File: config.mk
export PLATFORM = sky130hd
export DESIGN_NAME = cfg_serial_loader
export DESIGN_NICKNAME = d
export VERILOG_FILES = /design/src/rtl/cfgload_pkg.sv /design/src/rtl/cfgload_sync.sv /design/src/rtl/cfgload_datapath.sv /design/src/rtl/cfgload_ctrl.sv /design/src/rtl/cfg_serial_loader.sv
export SDC_FILE = /design/constraint.sdc
export NUM_CORES = 1
export LEC_CHECK = 0
export BUFFER_PORTS_ARGS = -buffer_cell sky130_fd_sc_hd__buf_2
export CAP_MARGIN = 10
export CORE_MARGIN = 2
export CORE_UTILIZATION = 47
export DETAILED_ROUTE_END_ITERATION = 8
export PLACE_DENSITY = 0.62
export RECOVER_POWER = 100
export REMOVE_ABC_BUFFERS = 1
export SYNTH_ARGS = -nofsm -noshare
export SYNTH_HDL_FRONTEND = slang
export SYNTH_HIERARCHICAL = 1
export SYNTH_SLANG_ARGS = --single-unit
File: constraint.sdc
create_clock -name clk -period 6.3 [get_ports clk]
set_clock_uncertainty 0.2 [all_clocks]
set_input_delay 1.26 -clock clk [delete_from_list [all_inputs] [get_ports clk]]
set_output_delay 1.26 -clock clk [all_outputs]
set_load 0.05 [all_outputs]
File: src/rtl/cfgload_pkg.sv
package cfgload_pkg;

  typedef enum logic [3:0] {
    S_IDLE,
    S_PROG,
    S_WAITI,
    S_FETCH,
    S_LO,
    S_HI,
    S_CHECK,
    S_TLO,
    S_THI,
    S_EVAL,
    S_URST
  } ldState_e;

  // Strobes from the control to the pin datapath
  typedef struct packed {
    logic progLow;
    logic progHigh;
    logic loadByte;
    logic shiftBit;
    logic clkLow;
    logic clkHigh;
    logic rstLow;
    logic rstHigh;
  } dpStrobe_t;

  function automatic int maxOf(input int a, input int b);
    return (a > b) ? a : b;
  endfunction

endpackage

File: src/rtl/cfgload_sync.sv
module cfgload_sync #(
  parameter int WIDTH  = 2,
  parameter int STAGES = 2
) (
  input  logic             clk,
  input  logic             rstN,
  input  logic [WIDTH-1:0] din,
  output logic [WIDTH-1:0] dout
);
  logic [WIDTH-1:0] stage [STAGES];

  always_ff @(posedge clk or negedge rstN) begin
    if (!rstN) begin
      for (int i = 0; i < STAGES; i++) stage[i] <= '0;
    end else begin
      stage[0] <= din;
      for (int i = 1; i < STAGES; i++) stage[i] <= stage[i-1];
    end
  end

  assign dout = stage[STAGES-1];
endmodule

File: src/rtl/cfgload_datapath.sv
module cfgload_datapath
  import cfgload_pkg::*;
#(
  parameter int BYTE_W = 8,
  parameter int SYNC_N = 2
) (
  input  logic              clk,
  input  logic              rstN,
  input  dpStrobe_t         stb,
  input  logic [BYTE_W-1:0] inByte,
  input  logic              inLast,
  input  logic              cfgInit,
  input  logic              cfgDone,
  output logic              cfgProgN,
  output logic              cfgClk,
  output logic              cfgData,
  output logic              userRstN,
  output logic              initS,
  output logic              doneS,
  output logic              lastQ
);
  logic              progQ, clkQ, dataQ, urstQ;
  logic [BYTE_W-1:0] shiftQ;
  logic [1:0]        syncOut;

  cfgload_sync #(.WIDTH(2), .STAGES(SYNC_N)) statusSync_i (
    .clk  (clk),
    .rstN (rstN),
    .din  ({cfgDone, cfgInit}),
    .dout (syncOut)
  );
  assign initS = syncOut[0];
  assign doneS = syncOut[1];

  always_ff @(posedge clk or negedge rstN) begin
    if (!rstN) begin
      progQ  <= 1'b1;
      clkQ   <= 1'b0;
      dataQ  <= 1'b0;
      urstQ  <= 1'b1;
      shiftQ <= '0;
      lastQ  <= 1'b0;
    end else begin
      if (stb.progLow)  progQ <= 1'b0;
      if (stb.progHigh) progQ <= 1'b1;
      if (stb.loadByte) begin
        // MSB goes straight to the pin, the rest waits pre-shifted
        dataQ  <= inByte[BYTE_W-1];
        shiftQ <= {inByte[BYTE_W-2:0], 1'b0};
        lastQ  <= inLast;
      end
      if (stb.shiftBit) begin
        dataQ  <= shiftQ[BYTE_W-1];
        shiftQ <= {shiftQ[BYTE_W-2:0], 1'b0};
      end
      if (stb.clkLow)  clkQ  <= 1'b0;
      if (stb.clkHigh) clkQ  <= 1'b1;
      if (stb.rstLow)  urstQ <= 1'b0;
      if (stb.rstHigh) urstQ <= 1'b1;
    end
  end

  assign cfgProgN = progQ;
  assign cfgClk   = clkQ;
  assign cfgData  = dataQ;
  assign userRstN = urstQ;

  // data may move only while the configuration clock is low
  p_data_moves_low_r4: assert property (@(posedge clk) disable iff (!rstN)
    (cfgData != $past(cfgData)) |-> !cfgClk);

  // data is unchanged across each rising configuration edge
  p_rise_stable_r4: assert property (@(posedge clk) disable iff (!rstN)
    $rose(cfgClk) |-> $stable(cfgData));

  // the user reset is never applied while the target is being programmed
  p_urst_not_prog_r10: assert property (@(posedge clk) disable iff (!rstN)
    !userRstN |-> cfgProgN);
endmodule

File: src/rtl/cfgload_ctrl.sv
module cfgload_ctrl
  import cfgload_pkg::*;
#(
  parameter int BYTE_W      = 8,
  parameter int PROG_CYC    = 32,
  parameter int INIT_TO_CYC = 500000,
  parameter int HALF_CYC    = 2,
  parameter int RST_CYC     = 200,
  parameter int TRAIL_N     = 4,
  parameter int SETTLE_CYC  = 3
) (
  input  logic      clk,
  input  logic      rstN,
  input  logic      start,
  input  logic      inValid,
  input  logic      initS,
  input  logic      doneS,
  input  logic      lastQ,
  output dpStrobe_t stb,
  output logic      inReady,
  output logic      busy,
  output logic      resOk,
  output logic      resTimeout,
  output logic      resCrcErr,
  output logic      resNoDone
);
  localparam int CNT_MAX = maxOf(maxOf(maxOf(PROG_CYC, INIT_TO_CYC), maxOf(HALF_CYC, RST_CYC)),
                                 SETTLE_CYC);
  localparam int CNT_W = $clog2(CNT_MAX + 1);
  localparam int BIT_W = $clog2(BYTE_W);
  localparam int TR_W  = $clog2(TRAIL_N + 1);

  localparam logic [CNT_W-1:0] C_PROG   = CNT_W'(PROG_CYC - 1);
  localparam logic [CNT_W-1:0] C_INIT   = CNT_W'(INIT_TO_CYC - 1);
  localparam logic [CNT_W-1:0] C_HALF   = CNT_W'(HALF_CYC - 1);
  localparam logic [CNT_W-1:0] C_RST    = CNT_W'(RST_CYC - 1);
  localparam logic [CNT_W-1:0] C_SETTLE = CNT_W'(SETTLE_CYC - 1);
  localparam logic [BIT_W-1:0] C_BITS   = BIT_W'(BYTE_W - 1);
  localparam logic [TR_W-1:0]  C_TRAIL  = TR_W'(TRAIL_N - 1);

  ldState_e         st, stNext;
  logic [CNT_W-1:0] cnt, cntNext;
  logic [BIT_W-1:0] bitLeft, bitNext;
  logic [TR_W-1:0]  trailLeft, trailNext;
  logic             crcBad, crcNext;
  logic [3:0]       resQ, resNext;    // {noDone, crc, timeout, ok}
  logic             cntZero;

  assign cntZero = (cnt == '0);

  always_comb begin
    stNext    = st;
    cntNext   = cntZero ? cnt : cnt - 1'b1;
    bitNext   = bitLeft;
    trailNext = trailLeft;
    crcNext   = crcBad;
    resNext   = resQ;
    stb       = '0;
    unique case (st)
      S_IDLE: begin
        cntNext = cnt;
        if (start) begin
          stNext      = S_PROG;
          cntNext     = C_PROG;
          resNext     = '0;
          crcNext     = 1'b0;
          stb.progLow = 1'b1;
        end
      end
      S_PROG: if (cntZero) begin
        stb.progHigh = 1'b1;
        stNext       = S_WAITI;
        cntNext      = C_INIT;
      end
      S_WAITI: begin
        if (initS) begin
          stNext = S_FETCH;
        end else if (cntZero) begin
          stNext     = S_IDLE;
          resNext[1] = 1'b1;
        end
      end
      S_FETCH: begin
        cntNext = cnt;
        if (inValid) begin
          stb.loadByte = 1'b1;
          stb.clkLow   = 1'b1;
          bitNext      = C_BITS;
          cntNext      = C_HALF;
          stNext       = S_LO;
        end
      end
      S_LO: if (cntZero) begin
        stb.clkHigh = 1'b1;
        cntNext     = C_HALF;
        stNext      = S_HI;
      end
      S_HI: if (cntZero) begin
        if (bitLeft != '0) begin
          stb.shiftBit = 1'b1;
          stb.clkLow   = 1'b1;
          bitNext      = bitLeft - 1'b1;
          cntNext      = C_HALF;
          stNext       = S_LO;
        end else if (lastQ) begin
          cntNext = C_SETTLE;
          stNext  = S_CHECK;
        end else begin
          stNext = S_FETCH;
        end
      end
      S_CHECK: if (cntZero) begin
        crcNext    = !initS;
        trailNext  = C_TRAIL;
        stb.clkLow = 1'b1;
        cntNext    = C_HALF;
        stNext     = S_TLO;
      end
      S_TLO: if (cntZero) begin
        stb.clkHigh = 1'b1;
        cntNext     = C_HALF;
        stNext      = S_THI;
      end
      S_THI: if (cntZero) begin
        stb.clkLow = 1'b1;
        if (trailLeft != '0) begin
          trailNext = trailLeft - 1'b1;
          cntNext   = C_HALF;
          stNext    = S_TLO;
        end else begin
          cntNext = C_SETTLE;
          stNext  = S_EVAL;
        end
      end
      S_EVAL: if (cntZero) begin
        if (crcBad) begin
          resNext[2] = 1'b1;
          stNext     = S_IDLE;
        end else if (!doneS) begin
          resNext[3] = 1'b1;
          stNext     = S_IDLE;
        end else begin
          stb.rstLow = 1'b1;
          cntNext    = C_RST;
          stNext     = S_URST;
        end
      end
      S_URST: if (cntZero) begin
        stb.rstHigh = 1'b1;
        resNext[0]  = 1'b1;
        stNext      = S_IDLE;
      end
      default: stNext = S_IDLE;
    endcase
  end

  always_ff @(posedge clk or negedge rstN) begin
    if (!rstN) begin
      st        <= S_IDLE;
      cnt       <= '0;
      bitLeft   <= '0;
      trailLeft <= '0;
      crcBad    <= 1'b0;
      resQ      <= '0;
    end else begin
      st        <= stNext;
      cnt       <= cntNext;
      bitLeft   <= bitNext;
      trailLeft <= trailNext;
      crcBad    <= crcNext;
      resQ      <= resNext;
    end
  end

  assign busy       = (st != S_IDLE);
  assign inReady    = (st == S_FETCH);
  assign resOk      = resQ[0];
  assign resTimeout = resQ[1];
  assign resCrcErr  = resQ[2];
  assign resNoDone  = resQ[3];

  // never more than one outcome
  p_one_result_r11: assert property (@(posedge clk) disable iff (!rstN)
    $onehot0({resNoDone, resCrcErr, resTimeout, resOk}));

  // outcomes are only shown while idle
  p_result_idle_r11: assert property (@(posedge clk) disable iff (!rstN)
    (resOk || resTimeout || resCrcErr || resNoDone) |-> !busy);

  // the program phase is entered only from idle
  p_no_restart_r12: assert property (@(posedge clk) disable iff (!rstN)
    busy |=> (st != S_PROG || $past(st) == S_PROG));

  // a timeout can only come out of the init wait
  p_timeout_from_wait_r3: assert property (@(posedge clk) disable iff (!rstN)
    $rose(resTimeout) |-> $past(st) == S_WAITI);

  // success is declared only after the user reset phase
  p_ok_after_urst_r10: assert property (@(posedge clk) disable iff (!rstN)
    $rose(resOk) |-> $past(st) == S_URST);

  // missing done is never reported over a CRC error
  p_crc_priority_r9: assert property (@(posedge clk) disable iff (!rstN)
    $rose(resNoDone) |-> !crcBad);

  // no byte is taken while a bit is on the wire
  p_ready_not_shifting_r6: assert property (@(posedge clk) disable iff (!rstN)
    (st == S_LO || st == S_HI) |-> !inReady);
endmodule

File: src/rtl/cfg_serial_loader.sv
module cfg_serial_loader
  import cfgload_pkg::*;
#(
  parameter int CLK_HZ      = 100_000_000,
  parameter int BYTE_W      = 8,
  parameter int PROG_CYC    = (CLK_HZ / 10_000_000) * 3 + 2,
  parameter int INIT_TO_CYC = CLK_HZ / 200,
  parameter int HALF_CYC    = (CLK_HZ / 50_000_000 > 0) ? CLK_HZ / 50_000_000 : 1,
  parameter int RST_CYC     = CLK_HZ / 500_000,
  parameter int TRAIL_N     = 4,
  parameter int SYNC_N      = 2
) (
  input  logic              clk,
  input  logic              rstN,
  input  logic              start,
  input  logic [BYTE_W-1:0] inByte,
  input  logic              inValid,
  input  logic              inLast,
  output logic              inReady,
  output logic              cfgProgN,
  output logic              cfgClk,
  output logic              cfgData,
  input  logic              cfgInit,
  input  logic              cfgDone,
  output logic              userRstN,
  output logic              busy,
  output logic              resOk,
  output logic              resTimeout,
  output logic              resCrcErr,
  output logic              resNoDone
);
  localparam int SETTLE_CYC = SYNC_N + 1;

  dpStrobe_t stb;
  logic      initS, doneS, lastQ;

  cfgload_ctrl #(
    .BYTE_W      (BYTE_W),
    .PROG_CYC    (PROG_CYC),
    .INIT_TO_CYC (INIT_TO_CYC),
    .HALF_CYC    (HALF_CYC),
    .RST_CYC     (RST_CYC),
    .TRAIL_N     (TRAIL_N),
    .SETTLE_CYC  (SETTLE_CYC)
  ) ctrl_i (
    .clk        (clk),
    .rstN       (rstN),
    .start      (start),
    .inValid    (inValid),
    .initS      (initS),
    .doneS      (doneS),
    .lastQ      (lastQ),
    .stb        (stb),
    .inReady    (inReady),
    .busy       (busy),
    .resOk      (resOk),
    .resTimeout (resTimeout),
    .resCrcErr  (resCrcErr),
    .resNoDone  (resNoDone)
  );

  cfgload_datapath #(
    .BYTE_W (BYTE_W),
    .SYNC_N (SYNC_N)
  ) dp_i (
    .clk      (clk),
    .rstN     (rstN),
    .stb      (stb),
    .inByte   (inByte),
    .inLast   (inLast),
    .cfgInit  (cfgInit),
    .cfgDone  (cfgDone),
    .cfgProgN (cfgProgN),
    .cfgClk   (cfgClk),
    .cfgData  (cfgData),
    .userRstN (userRstN),
    .initS    (initS),
    .doneS    (doneS),
    .lastQ    (lastQ)
  );
endmodule

==> results of run 1 <==
[layout make-up]
| cell class | count | area (um2) | share of cell area, % |
|---|---|---|---|
| tap | 77 | 96.34 | 2.942 |
| clock inverter | 3 | 43.79 | 1.337 |
| inverter | 17 | 63.81 | 1.949 |
| clock buffer | 5 | 68.82 | 2.102 |
| timing repair buffer | 27 | 118.9 | 3.630 |
| sequential | 50 | 1254 | 38.29 |
| multi-input combinational | 272 | 1629 | 49.75 |
[kinds of logic (layout without fill, tap and decap cells)]
family          Yosys count  count (layout)
xor+xnor                  4               4
simple gates            140             140
mux                      11              11
buf+inv                  36              52
fa+ha+maj                 7               7
compound gates          110             110
flops                    50              50
[state kept, by name, summed over array words and instances, names as in the netlist]
name	flops
dp_i/cfgProgN	1
ctrl_i/cnt	19
ctrl_i/crcBad	1
ctrl_i/resQ	4
dp_i/lastQ	1
ctrl_i/trailLeft	3
ctrl_i/bitLeft	3
dp_i/statusSync_i/stage	2
dp_i/statusSync_i/dout	2
dp_i/userRstN	1
ctrl_i/st	4
dp_i/cfgClk	1
dp_i/cfgData	1
dp_i/shiftQ	7
[stage by stage]
step | total power [uW] | setup WS (ns)
global placement | 1354 | 2.929
global route | 1730 | 1.880
detailed placement | 1364 | 2.900
floorplan | 1151 | 2.937
CTS | 1609 | 2.894
finish | 1597 | 2.138
[per-layer routing]
layer / GRT usage [%] / vias to the layer above / routed length [um]
met5: 0 / - / 0
met4: 6.926 / 0 / 109
met3: 3.835 / 10 / 286
met2: 31.28 / 63 / 3190
met1: 33.27 / 1301 / 3792
li1: - / 1324 / -
[worst max path at each step]
| stage | startpoint | endpoint | slack, ns | cells past startpoint |
|---|---|---|---|---|
| after floorplan | ctrl_i/st[0]$_DFFE_PN0P_ | inReady | 2.94 | 2 |
| after global placement | inValid | ctrl_i/cnt[12]$_DFFE_PN0P_ | 2.93 | 7 |
| after detailed placement | inValid | ctrl_i/cnt[12]$_DFFE_PN0P_ | 2.90 | 7 |
| after CTS | ctrl_i/st[0]$_DFFE_PN0P_ | inReady | 2.89 | 3 |
| after global routing | ctrl_i/cnt[11]$_DFFE_PN0P_ | dp_i/shiftQ[5]$_DFFE_PN0P_ | 1.88 | 7 |
| final | ctrl_i/cnt[11]$_DFFE_PN0P_ | ctrl_i/cnt[0]$_DFFE_PN0P_ | 2.14 | 12 |
[placed cells by master (no fill, tap or decap), types with 9 or more instances in the layout]
master and instances:
sky130_fd_sc_hd__clkbuf_1 13, sky130_fd_sc_hd__nor3_1 15, sky130_fd_sc_hd__nor2_1 45, sky130_fd_sc_hd__nand2_1 26
sky130_fd_sc_hd__nor4_1 9, sky130_fd_sc_hd__buf_2 14, sky130_fd_sc_hd__o21ai_0 37, sky130_fd_sc_hd__inv_1 17
sky130_fd_sc_hd__dfrtp_1 48, sky130_fd_sc_hd__nand2b_1 9, sky130_fd_sc_hd__a21oi_1 22, sky130_fd_sc_hd__mux2i_1 9
[power groups by stage]
stage	sequential, uW	clock [uW]	combinational [uW]
floorplan	573	0	578
global placement	579	0	775
detailed placement	579	0	784
CTS	575	244	790
global route	599	255	875
finish	579	237	781
[worst max-delay path: cells and delay by family, from the launching register on]
family | cells | cell delay, ns
AO/OA/AOI/OAI | 4 | 0.56
adder cells (fa/ha/maj) | 1 | 0.47
buffers and inverters | 3 | 1.42
flip-flops | 1 | 0.44
AND/OR/NAND/NOR | 4 | 0.95
==> out/summary.json, run 1 <==
{
  "outcome": "complete, but fails checks",
  "violations": "capacitance limit, slew limit",
  "power.share.clock_pct": 14.8,
  "synthXorXnorAreaFrac_pct": 1.150,
  "switching_power_uw": 756.4,
  "clock-root-buffer": "sky130_fd_sc_hd__clkbuf_8",
  "wire_length_of_the_first_global_routing_pass_um": 12830,
  "post_cts.repair.setup_buffers": 0,
  "yosysTopAreaCellShare_pct": 39.43,
  "cellLeakagePower_uw": 0.001430,
  "placedInstanceArea_mm2": 0.003194,
  "largest_family_of_logic_cells_by_synthesized_area": "compound AO/OA/AOI/OAI gates",
  "vdd_ir_drop_max_uv": 209.3,
  "grt_setup_unrepaired": "no",
  "die_width_um": 84.51,
  "wl_per_cell_um": 16.36,
  "areaGrowthSynthToFinish_pct": 7.474,
  "worst_path_largest_cell_delay_ns": 0.74,
  "synth_area_leaders": "sky130_fd_sc_hd__dfrtp_1 (39%), sky130_fd_sc_hd__nor2_1 (5.5%), sky130_fd_sc_hd__o21ai_0 (4.6%)",
  "finalCoreUtilization_pct": 51.86,
  "rr_worst_depth": 12,
  "route.detailed.vias_per_inst": 5.982,
  "adder_cell_fraction_of_synth_area_pct": 2.875,
  "htreeDepth": 2,
  "critPathArrivalTime_ns": 4.16,
  "drv.max_cap_violation_count": 1,
  "die_area_mm2": 0.007142,
  "ffs_latches_synth": 50,
  "setup_viol": 0,
  "tritoncts": "yes",
  "critical_path_required_ns": 6.30,
  "power.share.sequential_pct": 36.3,
  "yosysSeqAreaShare_pct": 41.15,
  "initial_utilization_pct": 48.26,
  "globalplace.congestion": 0.8831,
  "power.density_mw_per_mm2": 487.8,
  "destination_of_the_worst_register_to_register_timing_path": "ctrl_i/cnt[0]$_DFFE_PN0P_",
  "fillerInstances": 627,
  "detail-route-antenna-nets": 0,
  "post_synth_inst_count": 358,
  "number_of_antenna_violations_at_the_first_check_in_global_routing": 0,
  "yosys-top-cells-count": "sky130_fd_sc_hd__dfrtp_1 (48), sky130_fd_sc_hd__nor2_1 (45), sky130_fd_sc_hd__o21ai_0 (28)",
  "synth_compound_area_share_pct": 23.00,
  "grt_max_degree": 51,
  "finalWorstPathRequiredPeriod_ns": 4.162,
  "insertedDiodeCount": 0,
  "tightestPinTransition_ns": 2.658,
  "path_clk_slew_ns": 0.10,
  "timing.critical_path.from_type": "flip-flop",
  "post_cts_resized": 0,
  "critical_path_peak_fanout": 20,
  "timing.final.hold_violations": 0,
  "worst_setup_path_end_kind": "flip-flop",
  "most_frequent_cell_after_synthesis": "sky130_fd_sc_hd__dfrtp_1",
  "final_layout_size_suffix_gt1_share_pct": 7.754,
  "post-route-drc-count": 0,
  "via_count": 2698,
  "holdPathEnd": "dp_i/statusSync_i/dout[0]$_DFF_PN0_",
  "core-area_mm2": 0.006314,
  "fin_nets": 395,
  "detailedRoute.firstIterationViolations": 226,
  "worstPathCellList": "nor4_1, nand2_1, nor3_1, clkbuf_1, inv_1, ha_1, inv_1, a21oi_1, o21ai_0, o311ai_0, a21oi_1, nor2_1",
  "row_count": 29,
  "vias_in_the_first_global_route": 2555,
  "number_of_buffers_inserted_for_hold_repair_after_clock_tree_synthesis": 0,
  "instances_no_fill": 451,
  "post_synthesis_cell_area_mm2": 0.003047,
  "cp_max_stage_cell": "sky130_fd_sc_hd__clkbuf_1",
  "numPlacedInstances": 443,
  "clock_insertion_delay_worst_skew_ns": 0.31,
  "power_frac_comb_pct": 48.9,
  "timing.hold.worst.class": "reg2reg",
  "grt-ovfl-total": 0,
  "clock_sinks": 50,
  "detailedPlacementHpwl_um": 5030,
  "tritoncts.num_buffers": 5,
  "die_height_um": 84.51,
  "ys.flop_type": "sky130_fd_sc_hd__dfrtp_1",
  "yosys_warnings": 6,
  "internal_power_uw": 840.8,
  "synth.largest_area_cell": "sky130_fd_sc_hd__dfrtp_1",
  "syn_area_per_cell_um2": 8.510,
  "finalMaxSlewViolations": 51,
  "period_share_pct": 66.06,
  "synth_edf_count": 0,
  "max_clk_rate_mhz": 240.3,
  "synth_cell_types": 60,
  "rrSetupSlack_ns": 2.14,
  "grtUsageTotal_pct": 21.77,
  "hold-worst-slack_ns": 0.1586,
  "buffer_ports.inserted": 24,
  "yosys.area_share.simple_pct": 22.92,
  "synthArstFlopShare_pct": 100.0,
  "relSlewSlack_pct": -77.22,
  "drt-pass1-iter-count": 4,
  "ctsLongestPathBuffers": 2,
  "post_synth_mux_area_share_pct": 3.819,
  "min_delay_path_depth": 0,
  "hold_path.startpoint": "dp_i/statusSync_i/stage[2]$_DFF_PN0_",
  "worst_r2r_startpoint": "ctrl_i/cnt[11]$_DFFE_PN0P_",
  "netSwitchingFraction_pct": 47.36,
  "worstSetupPathType": "reg2reg",
  "final_cell_area_mm2": 0.003274,
  "timing.setup.tns_ns": 0,
  "top_level_ports": 25,
  "wirelength_um": 7378
}
Note: power is estimated with default switching activity, not from simulation.
==> run 2, diff against run 1 <==
- ABC_AREA: not set -> 1
- PLACE_DENSITY: 0.62 -> 0.64
- clock period: 6.3 -> 3.4 ns (I/O delays scaled with it)
==> run 2 against run 1 <==
The flow now finishes without violations; wire length grew 16%; total power grew 120%; global-route usage grew 2.0 points; register-to-register slack lost 1.6 ns; final cell count grew 36%; setup slack lost 1.6 ns; non-clock buffer count is the same; via count grew 16%; critical endpoint is now dp_i/cfgData$_DFFE_PN0P_; largest cell class unchanged; largest power group unchanged.
==> out/summary.json, run 2 <==
{
  "yosysTopAreaCellShare": {"value": 34.92, "unit": "%", "change": "was 39.43%"},
  "detailedRoute.firstIterationViolations": {"value": 163, "change": "was 226"},
  "synthArstFlopShare": {"value": 100.0, "unit": "%", "change": "unchanged"},
  "worst_slack": {"value": 0.4931, "unit": "ns", "change": "was 2.138 ns"},
  "largest_family_of_logic_cells_by_synthesized_area": {"value": "simple AND/OR/NAND/NOR gates", "change": "was compound AO/OA/AOI/OAI gates"},
  "worst_setup_path_end_kind": {"value": "flip-flop", "change": "unchanged"},
  "core-area": {"value": 0.007176, "unit": "mm2", "change": "was 0.006314 mm2"},
  "drv.max_cap_violation_count": {"value": 0, "change": "was 1"},
  "wire_length_of_the_first_global_routing_pass": {"value": 14520, "unit": "um", "change": "was 12830 um"},
  "period_share": {"value": 85.50, "unit": "%", "change": "was 66.06%"},
  "grt_max_degree": {"value": 38, "change": "was 51"},
  "timing.hold.worst.class": {"value": "reg2reg", "change": "unchanged"},
  "setup_viol": {"value": 0, "change": "unchanged"},
  "timing.critical_path.from_type": {"value": "flip-flop", "change": "unchanged"},
  "relSlewSlack": {"value": 36.52, "unit": "%", "change": "was -77.22%"},
  "tightestPinTransition": {"value": 0.9522, "unit": "ns", "change": "was 2.658 ns"},
  "clock_sinks": {"value": 50, "change": "unchanged"},
  "finalMaxSlewViolations": {"value": 0, "change": "was 51"},
  "timing.final.hold_violations": {"value": 0, "change": "unchanged"},
  "place_worst_setup_slack": {"value": 0.6779, "unit": "ns", "change": "was 2.900 ns"},
  "finalCoreUtilization": {"value": 50.95, "unit": "%", "change": "was 51.86%"},
  "post_synth_mux_area_share": {"value": 0, "unit": "%", "change": "was 3.819%"},
  "min_delay_path_depth": {"value": 0, "change": "unchanged"},
  "finalWorstPathRequiredPeriod": {"value": 2.907, "unit": "ns", "change": "was 4.162 ns"},
  "vias_in_the_first_global_route": {"value": 3101, "change": "was 2555"},
  "initial_utilization": {"value": 47.93, "unit": "%", "change": "was 48.26%"},
  "destination_of_the_worst_register_to_register_timing_path": {"value": "dp_i/cfgData$_DFFE_PN0P_", "change": "was ctrl_i/cnt[0]$_DFFE_PN0P_"},
  "grt-ovfl-total": {"value": 0, "change": "unchanged"},
  "die_width": {"value": 89.55, "unit": "um", "change": "was 84.51 um"},
  "holdPathEnd": {"value": "dp_i/statusSync_i/dout[1]$_DFF_PN0_", "change": "was dp_i/statusSync_i/dout[0]$_DFF_PN0_"},
  "wirelength": {"value": 8567, "unit": "um", "change": "was 7378 um"},
  "worst_path_largest_cell_delay": {"value": 0.47, "unit": "ns", "change": "was 0.74 ns"},
  "worstSetupPathType": {"value": "reg2reg", "change": "unchanged"},
  "cellLeakagePower": {"value": 0.001899, "unit": "uW", "change": "was 0.001430 uW"},
  "grt_setup_unrepaired": {"value": "no", "change": "unchanged"},
  "number_of_antenna_violations_at_the_first_check_in_global_routing": {"value": 0, "change": "unchanged"},
  "insertedDiodeCount": {"value": 0, "change": "unchanged"},
  "post_cts_resized": {"value": 0, "change": "unchanged"},
  "design_power_total": {"value": 3553, "unit": "uW", "change": "was 1597 uW"},
  "worst_r2r_startpoint": {"value": "ctrl_i/cnt[1]$_DFFE_PN0P_", "change": "was ctrl_i/cnt[11]$_DFFE_PN0P_"},
  "yosys.area_share.simple": {"value": 39.03, "unit": "%", "change": "was 22.92%"},
  "die_area": {"value": 0.008018, "unit": "mm2", "change": "was 0.007142 mm2"},
  "tritoncts": {"value": "yes", "change": "unchanged"},
  "top_level_ports": {"value": 25, "change": "unchanged"},
  "timing.critical_path.mode_cell": "sky130_fd_sc_hd__nor2_1",
  "drt-pass1-iter-count": {"value": 5, "change": "was 4"},
  "clock-root-buffer": {"value": "sky130_fd_sc_hd__clkbuf_8", "change": "unchanged"},
  "htreeDepth": {"value": 2, "change": "unchanged"},
  "outcome": {"value": "completed", "change": "was complete, but fails checks"},
  "yosys_warnings": {"value": 6, "change": "unchanged"},
  "mostFrequentLayoutCells": {"value": "sky130_fd_sc_hd__nand2_1 (138), sky130_fd_sc_hd__nor2_1 (59), sky130_fd_sc_hd__inv_1 (56)", "change": "was sky130_fd_sc_hd__dfrtp_1 (48), sky130_fd_sc_hd__nor2_1 (45), sky130_fd_sc_hd__o21ai_0 (37)"},
  "synth.largest_area_cell": {"value": "sky130_fd_sc_hd__dfrtp_1", "change": "unchanged"},
  "power.density": {"value": 971.9, "unit": "mW/mm2", "change": "was 487.8 mW/mm2"},
  "ffs_latches_synth": {"value": 50, "change": "unchanged"},
  "route.detailed.vias_per_inst": {"value": 5.091, "change": "was 5.982"},
  "row_count": {"value": 31, "change": "was 29"},
  "post-route-drc-count": {"value": 0, "change": "unchanged"},
  "synth_edf_count": {"value": 0, "change": "unchanged"},
  "critPathArrivalTime": {"value": 2.96, "unit": "ns", "change": "was 4.16 ns"},
  "post_synth_inst_count": {"value": 486, "change": "was 358"},
  "fin_nets": {"value": 536, "change": "was 395"},
  "yosys-top-cells-count": {"value": "sky130_fd_sc_hd__nand2_1 (135), sky130_fd_sc_hd__inv_1 (55), sky130_fd_sc_hd__nor2_1 (49)", "change": "was sky130_fd_sc_hd__dfrtp_1 (48), sky130_fd_sc_hd__nor2_1 (45), sky130_fd_sc_hd__o21ai_0 (28)"},
  "synthXorXnorAreaFrac": {"value": 2.292, "unit": "%", "change": "was 1.150%"},
  "synth_compound_area_share": {"value": 10.37, "unit": "%", "change": "was 23.00%"},
  "die_height": {"value": 89.55, "unit": "um", "change": "was 84.51 um"},
  "rr_worst_depth": {"value": 11, "change": "was 12"},
  "tritoncts.num_buffers": {"value": 5, "change": "unchanged"},
  "number_of_buffers_inserted_for_hold_repair_after_clock_tree_synthesis": {"value": 0, "change": "unchanged"},
  "regMostFlops": {"value": "ctrl_i/cnt", "change": "unchanged"},
  "largest_register_ffs": {"value": 19, "change": "unchanged"},
  "hold_path.startpoint": {"value": "dp_i/statusSync_i/stage[3]$_DFF_PN0_", "change": "was dp_i/statusSync_i/stage[2]$_DFF_PN0_"},
  "globalplace.congestion": {"value": 0.9058, "change": "was 0.8831"},
  "clock_insertion_delay_worst_skew": {"value": 0.31, "unit": "ns", "change": "about the same"},
  "yosysSeqAreaShare": {"value": 36.45, "unit": "%", "change": "was 41.15%"},
  "detail-route-antenna-nets": {"value": 0, "change": "unchanged"},
  "ctsLongestPathBuffers": {"value": 2, "change": "unchanged"},
  "rrSetupSlack": {"value": 0.49, "unit": "ns", "change": "was 2.14 ns"},
  "buffer_ports.inserted": {"value": 24, "change": "unchanged"},
  "critical_path_required": {"value": 3.46, "unit": "ns", "change": "was 6.30 ns"},
  "worstPathCellList": {"value": "inv_1, ha_1, nand3_1, nor2_1, nand3_2, nor2_1, clkbuf_1, nor2_1, inv_4, nand2_1, nand2_1", "change": "was nor4_1, nand2_1, nor3_1, clkbuf_1, inv_1, ha_1, inv_1, a21oi_1, o21ai_0, o311ai_0, a21oi_1, nor2_1"},
  "layout_commonest_cell": {"value": "sky130_fd_sc_hd__nand2_1", "change": "was sky130_fd_sc_hd__dfrtp_1"},
  "most_frequent_cell_after_synthesis": {"value": "sky130_fd_sc_hd__nand2_1", "change": "was sky130_fd_sc_hd__dfrtp_1"},
  "post_synthesis_cell_area": {"value": 0.003440, "unit": "mm2", "change": "was 0.003047 mm2"},
  "detailedPlacementHpwl": {"value": 6568, "unit": "um", "change": "was 5030 um"},
  "ys.flop_type": {"value": "sky130_fd_sc_hd__dfrtp_1", "change": "unchanged"},
  "wl_per_cell": {"value": 13.95, "unit": "um", "change": "was 16.36 um"},
  "via_count": {"value": 3126, "change": "was 2698"},
  "synth_area_leaders": {"value": "sky130_fd_sc_hd__dfrtp_1 (35%), sky130_fd_sc_hd__nand2_1 (15%), sky130_fd_sc_hd__inv_1 (6.0%)", "change": "was sky130_fd_sc_hd__dfrtp_1 (39%), sky130_fd_sc_hd__nor2_1 (5.5%), sky130_fd_sc_hd__o21ai_0 (4.6%)"},
  "critical_path_peak_fanout": {"value": 15, "change": "was 20"},
  "syn_area_per_cell": {"value": 7.077, "unit": "um2", "change": "was 8.510 um2"},
  "path_clk_slew": {"value": 0.10, "unit": "ns", "change": "about the same"},
  "reg.largest.list": {"value": "ctrl_i/cnt: 19 flops, dp_i/shiftQ: 7 flops", "change": "unchanged"},
  "max_clk_rate": {"value": 344.0, "unit": "MHz", "change": "was 240.3 MHz"},
  "post_cts.repair.setup_buffers": {"value": 0, "change": "unchanged"},
  "cp_max_stage_cell": {"value": "sky130_fd_sc_hd__nor2_1", "change": "was sky130_fd_sc_hd__clkbuf_1"},
  "areaGrowthSynthToFinish": {"value": 6.293, "unit": "%", "change": "was 7.474%"},
  "adder_cell_fraction_of_synth_area": {"value": 2.546, "unit": "%", "change": "was 2.875%"},
  "synth_cell_types": {"value": 39, "change": "was 60"},
  "vdd_ir_drop_max": {"value": 355.0, "unit": "uV", "change": "was 209.3 uV"},
  "final_layout_size_suffix_gt1_share": {"value": 14.37, "unit": "%", "change": "was 7.754%"},
  "timing.setup.tns": {"value": 0, "unit": "ns", "change": "unchanged"},
  "grtUsageTotal": {"value": 23.75, "unit": "%", "change": "was 21.77%"}
}
## run 2: cells by family after synthesis
family,Yosys count
xor gates and xnor gates,9
AOI/OAI and AO/OA,62
adders and majority gates,7
buffers and inverters,79
and+or+nand+nor,279
DFF,50
## run 2: cell type report
| type | instances | area [um2] |
|---|---|---|
| Inverter | 73 | 276.5 |
| Multi-Input combinational cell | 357 | 1792 |
| Clock buffer | 6 | 72.57 |
| Clock inverter | 2 | 13.76 |
| Tap cell | 99 | 123.9 |
| Timing Repair Buffer | 27 | 123.9 |
| Fill cell | 757 | 3520 |
| Sequential cell | 50 | 1254 |
## run 2: worst max path at each step
stage                                 end  cells past startpoint                 startpoint  slack, ns
6_report         dp_i/cfgData$_DFFE_PN0P_                     11  ctrl_i/cnt[1]$_DFFE_PN0P_       0.49
5_1_grt        dp_i/shiftQ[6]$_DFFE_PN0P_                     11  ctrl_i/cnt[0]$_DFFE_PN0P_       0.27
3_3_place_gp    ctrl_i/cnt[0]$_DFFE_PN0P_                     14  ctrl_i/cnt[0]$_DFFE_PN0P_       0.79
3_5_place_dp    ctrl_i/cnt[0]$_DFFE_PN0P_                     14  ctrl_i/cnt[0]$_DFFE_PN0P_       0.68
2_1_floorplan    dp_i/cfgData$_DFFE_PN0P_                     11  ctrl_i/cnt[0]$_DFFE_PN0P_       0.95
4_1_cts         ctrl_i/cnt[0]$_DFFE_PN0P_                     14  ctrl_i/cnt[0]$_DFFE_PN0P_       0.66
## run 2: metal layers
| metal | global-route usage [%] | vias to the layer above | wire (um) |
|---|---|---|---|
| li1 | - | 1593 | - |
| met3 | 3.509 | 13 | 316 |
| met2 | 41.31 | 76 | 4095 |
| met5 | 0 | - | 0 |
| met4 | 7.327 | 0 | 152 |
| met1 | 30.30 | 1444 | 4002 |
## run 2: per-stage QoR
stage / instances / area [um2] / hold WS [ns]
final: 614 / 3656 / 0.1548
after CTS: 614 / 3749 / 0.06345
after global routing: 614 / 3656 / 0.1682
after floorplan: 480 / 3396 / 0.1312
after detailed placement: 606 / 3662 / 0.1364
after global placement: 606 / 3662 / 0.1347
## run 2: power by group
group	switching (uW)	total (uW)	internal (uW)
combinational	1490	2170	683
clock	210	355	146
sequential	206	1020	818
total	1910	3550	1650
## run 2: worst max-delay path: cells and delay by family (launching register included)
| kind | cells | cell delay [ns] |
|---|---|---|
| AND/OR/NAND/NOR | 7 | 1.44 |
| buffers and inverters | 3 | 0.57 |
| flip-flops | 1 | 0.41 |
| adder cells (fa/ha/maj) | 1 | 0.24 |
